===== src/rtl/bprot_pkg.sv =====
package bprot_pkg;

   typedef enum logic [2:0] {
      ST_IDLE   = 3'd0,
      ST_STROBE = 3'd1,
      ST_POLL   = 3'd2,
      ST_UNDO   = 3'd3,
      ST_DONE   = 3'd4,
      ST_FAIL   = 3'd5
   } bprot_state_e;

endpackage


===== src/rtl/bprot_step_ptr.sv =====
module bprot_step_ptr #(
   parameter int NUM_STEPS = 8,
   localparam int IW = (NUM_STEPS > 1) ? $clog2(NUM_STEPS) : 1
) (
   input  logic          clk,
   input  logic          rst_n,
   input  logic          load_i,
   input  logic          load_up_i,
   input  logic          step_i,
   output logic [IW-1:0] idx_o,
   output logic          up_o,
   output logic          at_end_o
);

   localparam logic [IW-1:0] LAST_IDX = IW'(NUM_STEPS - 1);

   logic [IW-1:0] idx_q;
   logic          up_q;

   always_ff @(posedge clk or negedge rst_n) begin
      if (!rst_n) begin
         idx_q <= '0;
         up_q  <= 1'b0;
      end else if (load_i) begin
         up_q  <= load_up_i;
         idx_q <= load_up_i ? '0 : LAST_IDX;
      end else if (step_i) begin
         idx_q <= up_q ? idx_q + IW'(1) : idx_q - IW'(1);
      end
   end

   assign idx_o    = idx_q;
   assign up_o     = up_q;
   assign at_end_o = up_q ? (idx_q == LAST_IDX) : (idx_q == '0);

   // the pointer never leaves the step range
   a_r2_idx_in_range : assert property (@(posedge clk) disable iff (!rst_n)
      idx_q <= LAST_IDX);

endmodule


===== src/rtl/bprot_poll_timer.sv =====
module bprot_poll_timer #(
   parameter int POLL_GAP   = 1250,
   parameter int POLL_LIMIT = 10000,
   localparam int GW = (POLL_GAP > 1) ? $clog2(POLL_GAP) : 1,
   localparam int PW = (POLL_LIMIT > 1) ? $clog2(POLL_LIMIT) : 1
) (
   input  logic clk,
   input  logic rst_n,
   input  logic arm_i,
   input  logic run_i,
   output logic poll_o,
   output logic last_o
);

   localparam logic [PW-1:0] LAST_POLL = PW'(POLL_LIMIT - 1);

   logic [PW-1:0] polls_q;
   logic          tick;

   generate
      if (POLL_GAP > 1) begin : g_gap
         logic [GW-1:0] gap_q;
         always_ff @(posedge clk or negedge rst_n) begin
            if (!rst_n)
               gap_q <= '0;
            else if (arm_i || (run_i && gap_q == '0))
               gap_q <= GW'(POLL_GAP - 1);
            else if (run_i)
               gap_q <= gap_q - GW'(1);
         end
         assign tick = (gap_q == '0);
      end else begin : g_nogap
         assign tick = 1'b1;
      end
   endgenerate

   always_ff @(posedge clk or negedge rst_n) begin
      if (!rst_n)
         polls_q <= '0;
      else if (arm_i)
         polls_q <= '0;
      else if (run_i && tick && polls_q != LAST_POLL)
         polls_q <= polls_q + PW'(1);
   end

   assign poll_o = run_i && tick;
   assign last_o = (polls_q == LAST_POLL);

   // the spent-poll count never passes the budget
   a_r6_poll_bound : assert property (@(posedge clk) disable iff (!rst_n)
      polls_q <= LAST_POLL);

endmodule


===== src/rtl/bprot_strobe_drv.sv =====
module bprot_strobe_drv #(
   parameter int NUM_STEPS = 8,
   localparam int IW = (NUM_STEPS > 1) ? $clog2(NUM_STEPS) : 1
) (
   input  logic [IW-1:0]        idx_i,
   input  logic                 fire_set_i,
   input  logic                 fire_clr_i,
   input  logic [NUM_STEPS-1:0] ready_i,
   output logic [NUM_STEPS-1:0] set_stb_o,
   output logic [NUM_STEPS-1:0] clr_stb_o,
   output logic                 hit_o
);

   logic [NUM_STEPS-1:0] sel;

   generate
      for (genvar b = 0; b < NUM_STEPS; b++) begin : g_bit
         assign sel[b]       = (idx_i == IW'(b));
         assign set_stb_o[b] = fire_set_i && sel[b];
         assign clr_stb_o[b] = fire_clr_i && sel[b];
      end
   endgenerate

   // only the addressed step's ready bit reaches the sequencer
   assign hit_o = |(ready_i & sel);

endmodule


===== src/rtl/bprot_seq.sv =====
module bprot_seq #(
   parameter int NUM_STEPS  = 8,
   parameter int POLL_GAP   = 1250,
   parameter int POLL_LIMIT = 10000
) (
   input  logic                 clk,
   input  logic                 rst_n,
   input  logic                 start_i,
   input  logic                 protect_i,
   input  logic [NUM_STEPS-1:0] ready_i,
   output logic [NUM_STEPS-1:0] set_stb_o,
   output logic [NUM_STEPS-1:0] clr_stb_o,
   output logic                 busy_o,
   output logic                 done_o,
   output logic                 err_o
);

   import bprot_pkg::*;

   localparam int IW = (NUM_STEPS > 1) ? $clog2(NUM_STEPS) : 1;

   generate
      if (NUM_STEPS < 1) begin : g_bad_steps
         $error("bprot_seq: NUM_STEPS must be at least 1");
      end
      if (POLL_GAP < 1) begin : g_bad_gap
         $error("bprot_seq: POLL_GAP must be at least 1");
      end
      if (POLL_LIMIT < 1) begin : g_bad_limit
         $error("bprot_seq: POLL_LIMIT must be at least 1");
      end
   endgenerate

   bprot_state_e state_q, state_d;

   logic [IW-1:0] idx;
   logic          up, at_end, hit, poll, last;
   logic          ld, stp, arm, run, fire_set, fire_clr;

   always_comb begin
      state_d  = state_q;
      ld       = 1'b0;
      stp      = 1'b0;
      arm      = 1'b0;
      run      = 1'b0;
      fire_set = 1'b0;
      fire_clr = 1'b0;
      unique case (state_q)
         ST_IDLE: begin
            if (start_i) begin
               ld      = 1'b1;
               state_d = ST_STROBE;
            end
         end
         ST_STROBE: begin
            if (up) begin
               fire_set = 1'b1;
               arm      = 1'b1;
               state_d  = ST_POLL;
            end else begin
               fire_clr = 1'b1;
               if (at_end) state_d = ST_DONE;
               else        stp     = 1'b1;
            end
         end
         ST_POLL: begin
            run = 1'b1;
            if (poll) begin
               if (hit) begin
                  if (at_end) state_d = ST_DONE;
                  else begin
                     stp     = 1'b1;
                     state_d = ST_STROBE;
                  end
               end else if (last) begin
                  state_d = ST_UNDO;
               end
            end
         end
         ST_UNDO: begin
            fire_clr = 1'b1;
            state_d  = ST_FAIL;
         end
         ST_DONE: state_d = ST_IDLE;
         ST_FAIL: state_d = ST_IDLE;
         default: state_d = ST_IDLE;
      endcase
   end

   always_ff @(posedge clk or negedge rst_n) begin
      if (!rst_n) state_q <= ST_IDLE;
      else        state_q <= state_d;
   end

   bprot_step_ptr #(.NUM_STEPS(NUM_STEPS)) u_ptr (
      .clk(clk), .rst_n(rst_n), .load_i(ld), .load_up_i(protect_i),
      .step_i(stp), .idx_o(idx), .up_o(up), .at_end_o(at_end));

   bprot_poll_timer #(.POLL_GAP(POLL_GAP), .POLL_LIMIT(POLL_LIMIT)) u_timer (
      .clk(clk), .rst_n(rst_n), .arm_i(arm), .run_i(run),
      .poll_o(poll), .last_o(last));

   bprot_strobe_drv #(.NUM_STEPS(NUM_STEPS)) u_drv (
      .idx_i(idx), .fire_set_i(fire_set), .fire_clr_i(fire_clr),
      .ready_i(ready_i), .set_stb_o(set_stb_o), .clr_stb_o(clr_stb_o),
      .hit_o(hit));

   assign busy_o = (state_q != ST_IDLE);
   assign done_o = (state_q == ST_DONE);
   assign err_o  = (state_q == ST_FAIL);

   a_r9_set_onehot : assert property (@(posedge clk) disable iff (!rst_n)
      $onehot0(set_stb_o));
   a_r9_clr_onehot : assert property (@(posedge clk) disable iff (!rst_n)
      $onehot0(clr_stb_o));
   a_r9_exclusive : assert property (@(posedge clk) disable iff (!rst_n)
      !((|set_stb_o) && (|clr_stb_o)));
   a_r4_set_then_wait : assert property (@(posedge clk) disable iff (!rst_n)
      (|set_stb_o) |=> (set_stb_o == '0) && (clr_stb_o == '0) && busy_o);
   a_r6_err_after_undo : assert property (@(posedge clk) disable iff (!rst_n)
      err_o |-> $past(|clr_stb_o));
   a_r7_done_single : assert property (@(posedge clk) disable iff (!rst_n)
      done_o |=> !done_o && !err_o);
   a_r7_done_err_apart : assert property (@(posedge clk) disable iff (!rst_n)
      !(done_o && err_o));
   a_r8_busy_with_strobe : assert property (@(posedge clk) disable iff (!rst_n)
      ((|set_stb_o) || (|clr_stb_o)) |-> busy_o);

endmodule


===== config.mk =====
export PLATFORM = sky130hd
export DESIGN_NAME = bprot_seq
export DESIGN_NICKNAME = d
export VERILOG_FILES = /design/src/rtl/bprot_pkg.sv /design/src/rtl/bprot_step_ptr.sv /design/src/rtl/bprot_poll_timer.sv /design/src/rtl/bprot_strobe_drv.sv /design/src/rtl/bprot_seq.sv
export SDC_FILE = /design/constraint.sdc
export NUM_CORES = 1
export LEC_CHECK = 0
export CAP_MARGIN = 15
export CORE_UTILIZATION = 55
export CTS_CLUSTER_DIAMETER = 80
export CTS_CLUSTER_SIZE = 20
export DETAILED_ROUTE_END_ITERATION = 10
export PLACE_DENSITY = 0.91
export REMOVE_ABC_BUFFERS = 1
export SETUP_SLACK_MARGIN = 0.05
export SLEW_MARGIN = 20
export SYNTH_ARGS = -nofsm -noshare
export SYNTH_HDL_FRONTEND = slang
export SYNTH_SLANG_ARGS = --single-unit

===== constraint.sdc =====
create_clock -name clk -period 5.3 [get_ports clk]
set_input_delay 0.795 -clock clk [delete_from_list [all_inputs] [get_ports clk]]
set_output_delay 0.795 -clock clk [all_outputs]
set_load 0.01 [all_outputs]

After elaboration in Yosys (flattened, before gate mapping)
Cells that the tools add are included.
{ "totals": {"ramBits": 0, "mem_count": 0, "rom_bits": 0, "elab_cells": 85, "latchBits": 0, "regBits": 32, "in_bits": 12} }
{ "op_classes": {"n_reduce_logical": 28, "n_shift": 0, "div_mod_pow": 0, "order_cmp": 0, "multipliers": 0, "n_eq_ne": 18, "bitwise": 1, "n_addsub": 4, "muxes": 29} }
{ "op_table": {"columns": ["op", "n"], "rows": [
  ["$mux 3", 11],
  ["$mux 14", 2],
  ["$mux 11", 2],
  ["$eq 3x3->1 const B", 6],
  ["$logic_and 1x1->1", 18],
  ["$add 14x1->14 const B", 1],
  ["$eq 14x14->1 const B", 1],
  ["$ne 14x14->1 const B", 1],
  ["$eq 3x2->1 const B", 4],
  ["$pmux 3 s4", 1],
  ["$logic_not 11->1", 1],
  ["$mux 1", 11],
  ["$sub 11x1->11 const B", 1],
  ["$and 8x8->8", 1],
  ["$reduce_or 8->1", 1],
  ["$eq 3x1->1 const B", 2],
  ["$logic_not 3->1", 2],
  ["$reduce_bool 2->1", 3],
  ["$ne 2x2->1 const B", 2],
  ["$pmux 1 s2", 2],
  ["$reduce_and 4->1", 1],
  ["$add 3x1->3 const B", 1],
  ["$ne 3x2->1 const B", 1],
  ["$ne 3x3->1 const B", 1],
  ["3 further kinds", 3]
]} }

Longest topological paths before layout
{ "logic_depth": {"depth_word": 8, "mapped_depth": 8, "depth_no_buf": 7} }

By module
A second synthesis with hierarchy kept.
{ "unflattened": {"cells_unflattened": 214, "hier_area_um2": 1985.7} }
{ "modules_own_cells": {"columns": ["mod", "cells_per_inst", "area_each_um2", "n_inst"], "rows": [
  ["bprot_poll_timer", 138, 1355.0, 1],
  ["bprot_step_ptr", 20, 226.5, 1],
  ["bprot_seq", 28, 222.7, 1],
  ["bprot_strobe_drv", 28, 181.4, 1]
]} }

Worst setup path before layout
Ideal clock, no wire load.
{ "synth_path": {"path_type": "register to register", "startpoint": "reg u_ptr.idx_q[2] (netlist: u_ptr.idx_o[2])", "endpoint": "reg state_q[0]", "path_slack_ps": 3147, "setup_time_ps": 130, "stages_incl_launch_ff": 9, "synth_period_minus_slack_ps": 2153, "t_required_ps": 5170, "arrival_time_ps": 2023, "path_cell_list": "dfrtp_1 -> clkbuf_1 -> inv_1 -> ha_1 -> a22oi_1 -> nand3_1 -> or4b_2 -> o31ai_1 -> o21ai_0"} }
{ "synth_via": {"elab_chain_len": 6} }
{ "synth_lines": {"columns": ["item", "line", "text"], "rows": [
  ["start: declaration", "bprot_step_ptr.sv:17", "logic [IW-1:0] idx_q;"],
  ["start signal: assignment", "bprot_step_ptr.sv:26", "idx_q <= load_up_i ? '0 : LAST_IDX;"],
  ["start signal: assignment", "bprot_step_ptr.sv:28", "idx_q <= up_q ? idx_q + IW'(1) : idx_q - IW'(1);"],
  ["$eq 3x1->1 (tied with other cells)", "bprot_strobe_drv.sv:18", "assign sel[b] = (idx_i == IW'(b));"],
  ["$and 8x8->8 / $mux 1 (equally long branches)", "bprot_strobe_drv.sv:25, bprot_step_ptr.sv:34", null],
  ["$reduce_or 8->1 / $mux 3 (equally long branches)", "bprot_strobe_drv.sv:25, bprot_seq.sv:70", null],
  ["$mux 3", "bprot_seq.sv:69", "if (hit) begin"],
  ["$mux 3", "bprot_seq.sv:68", "if (poll) begin"],
  ["$pmux 3 s4", "bprot_seq.sv:48", "unique case (state_q)"],
  ["end signal: assignment", "bprot_seq.sv:92", "else state_q <= state_d;"],
  ["end: declaration", "bprot_seq.sv:34", "bprot_state_e state_q, state_d;"]
]} }
Several ways; a longest one is shown, not always the timed one. The select of a mux whose other input is x is not followed.
A chain may end at the register's enable or synchronous reset.

Worst setup path after layout
{ "layout_path": {"startpoint": "reg state_q[2]", "endpoint": "out set_stb_o[4]"} }
{ "layout_via": {"elab_chain_len": 3} }
{ "layout_lines": {"columns": ["item", "line", "text"], "rows": [
  ["$eq 3x1->1", "bprot_seq.sv:48", null],
  ["$mux 1", "bprot_seq.sv:48", null],
  ["$logic_and 1x1->1", "bprot_strobe_drv.sv:19", "assign set_stb_o[b] = fire_set_i && sel[b];"],
  ["end: declaration", "bprot_seq.sv:11", "output logic [NUM_STEPS-1:0] set_stb_o,"]
]} }
Every way passes these cells.

==> flow_summary.yaml <==
status:
  status: "finished, final reports clean"
detailed_routing:
  drt_pass1_iterations: 4
  first_iter_violations: 159
  vias: 1790
  wl_per_cell_um: 14.3
  antenna_left: 0
  drc: 0
  wl_um: 4530
  vias_per_cell: 5.65
pwr:
  ir_drop_mv: 0.403
  power_leakage_nw: 1.03
  power_density_nw_per_um2: 438
timing:
  rsz0062_at_grt: "no"
  setup_tns_ps: 0
  max_clock_freq_ghz: 0.342
  slew_headroom_pct: 32.7
  period_minus_slack_ps: 2920
  setup_viol_count_final: 0
  period_share_pct: 55.1
  final-max-slew-violation-count: 0
  hold_violations: 0
  worst_pin_slew_ps: 984
  finClkSkew_ps: 9.89
yosys:
  synth-seq-cells: 32
  synth_area_um2: 2040
  avgSynthCellArea_um2: 8.54
  ys_seq_area_share_pct: 39.2
  syn_inst: 239
  synth_cell_types: 44
  yosysWarnings: 0
worst_setup_path:
  timing.rr.start: "u_timer.g_gap.gap_q[0]"
  startpoint: "state_q[2]"
  r2r_end: "u_ptr.idx_o[2]"
  cp-end-kind: "output port"
  cp.required_ps: 4510
  crit_path_start_kind: "flip-flop"
  reg2reg_depth: 7
  crit_arrival_ps: 2130
  criticalPathCategory: "flip-flop to output port"
  critPathMaxFanout: 11
  reg2reg_setup_slack_ps: 2830
  crit_end: "set_stb_o[4]"
cts:
  clkSlewWorstSetupHoldPaths_ps: 70
  cts_setup_buffers: 0
  ctsResizeCount: 0
  cts_buffers: 5
  htreeDepth: 2
  cts.sinks: 32
  clock_path_buffers: 2
  hold_buffers: 0
  tritoncts: "yes"
  clock_latency_ps: 290
  clockRootBuffer: "clkbuf_8"
die:
  dieArea_um2: 3960
  start_util_pct: 59.3
  dieWidth_um: 62.9
  core_area_um2: 3440
  die_y_um: 62.9
  io_pins: 31
  row_count: 21
global_route:
  overflow: 0
  groute.usage.overall_pct: 25.8
  grt_max_degree: 33
  antenna_found_initial: 0
  grt_pass1_wl_um: 8050
  grt_pass1_vias: 1768
finish:
  diodes: 0
  stdcell_area_um2: 2470
  n_fill_cell: 243
  finalNetCount: 291
  syn_to_final_growth_pct: 21.2
  layout-drive-gt1-share_pct: 6.27
place:
  routabilityCongestion: 0.841
  dpl_cell_area_um2: 2380
  port-buffer-count: 30
  dp_hpwl_um: 3380
flow_run:
  max-cap-violations: 0
min_path:
  hold_path.startpoint: "u_timer.g_gap.gap_q[0]"
  hp-class: "flip-flop to flip-flop"
  worstHoldPathCells: 2
==> cells in the mapped netlist, drive strengths merged <==
cell type   n  area share [%]
or4         1            0.55
a211oi      1            0.37
nand3b      2            0.74
or2         1            0.31
o2111ai     1            0.43
a31oi       1            0.31
a211o       1            0.43
and4        1            0.43
and2        2            0.61
o21ai      12             2.9
nand4       7             2.1
nand3      11             2.7
nor2       35             6.4
o31ai       2            0.74
inv        12             2.2
o211ai      1            0.37
nor3        6             1.5
xor2       12             5.2
a21o        1            0.37
ha          9             5.5
mux2        3             1.7
nand2b      3            0.92
clkbuf      7             1.3
nor4b       2            0.86
nand2      23             4.2
and3        9             2.8
a22oi       2            0.74
o22ai       2            0.61
or3b        2            0.86
xnor2       4             1.7
a21oi      10             2.5
or3        10             3.1
o32ai       1            0.43
dfrtp      32              39
nor4        4             2.3
a2111oi     1            0.43
mux2i       2            0.98
or4b        2            0.98
nor2b       1            0.31
==> logic make-up (layout without fill, tap and decap cells) <==
kind of cell	after synthesis	after routing	synth area share, %
XOR/XNOR	16	16	6.87
AND/OR/NAND/NOR	122	122	31.6
multiplexers	5	5	2.64
adder cells (fa/ha/maj)	9	9	5.52
buffers and inverters	19	51	3.49
AO/OA/AOI/OAI	36	36	10.6
flip-flops	32	32	39.2
==> cell type report <==
cell class	instances	area, um^2	share of cell area (%)
clock buffers	7	86.3	3.49
clock inverters	1	7.51	0.303
inverters	12	45.0	1.82
multi-input cells	188	1170	47.2
flip-flops and latches	32	801	32.4
well taps	46	57.6	2.33
repair buffers	31	308	12.4
==> sequential cells by signal, indices dropped and copies added, names as in the netlist <==
signal	cells
u_timer.polls_q	14
u_timer.g_gap.gap_q	11
state_q	3
u_ptr.idx_o	3
u_ptr.up_o	1
==> worst min path at each step <==
stage | endpoint | slack [ps]
3_5_place_dp | u_timer.g_gap.gap_q[0] | 520
6_report | u_timer.g_gap.gap_q[0] | 520
4_1_cts | u_timer.g_gap.gap_q[0] | 530
3_3_place_gp | u_timer.g_gap.gap_q[0] | 510
5_1_grt | u_timer.g_gap.gap_q[0] | 590
2_1_floorplan | u_timer.g_gap.gap_q[0] | 480
==> layout by cell type, fill, tap and decap left out, drive strengths merged, types with 2 or more instances in the layout <==
cell type,Yosys,final
xnor2,4,4
xor2,12,12
nand4,7,7
nand3b,2,2
o31ai,2,2
dfrtp,32,32
ha,9,9
nor4,4,4
nand2b,3,3
nor2,35,35
o21ai,12,12
mux2i,2,2
and2,2,2
inv,12,12
and3,9,9
o22ai,2,2
nand2,23,23
nor3,6,6
or3b,2,2
nand3,11,11
a21oi,10,10
clkdlybuf4s50,0,30
a22oi,2,2
or4b,2,2
nor4b,2,2
mux2,3,3
clkbuf,7,7
or3,10,10
==> power breakdown <==
| part | internal [mW] | leakage (nW) | switching [mW] |
|---|---|---|---|
| logic | 0.220 | 0.580 | 0.286 |
| registers | 0.302 | 0.409 | 0.0816 |
| clock network | 0.105 | 0.0445 | 0.0889 |
==> layer usage <==
metal	part of all wire [%]	GRT usage [%]	wire (um)
met1	47	34.5	2120
met2	46	40.1	2100
met3	5.3	6.20	238
met4	1.5	10.2	70
met5	0	0	0
==> critical path, cell delays in order (launching register included) <==
cell and delay (ps):
dfrtp_1 470, inv_1 140, and3_1 200, nand2_1 260
nor2_1 200, clkdlybuf4s50_1 560
==> stage by stage <==
stage | power [mW] | setup WS (ps) | utilization [%] | hold slack (ps) | cells
2_1_floorplan | 0.720 | 3150 | - | 480 | 232
3_3_place_gp | 0.878 | 2730 | 69.1 | 508 | 309
3_5_place_dp | 0.886 | 2700 | 69.1 | 517 | 309
4_1_cts | 1.09 | 2380 | 71.9 | 532 | 317
5_1_grt | 1.17 | 2230 | 71.9 | 586 | 317
6_report | 1.08 | 2380 | 71.9 | 523 | 317
No activity file was read; power rests on OpenSTA's default activity.
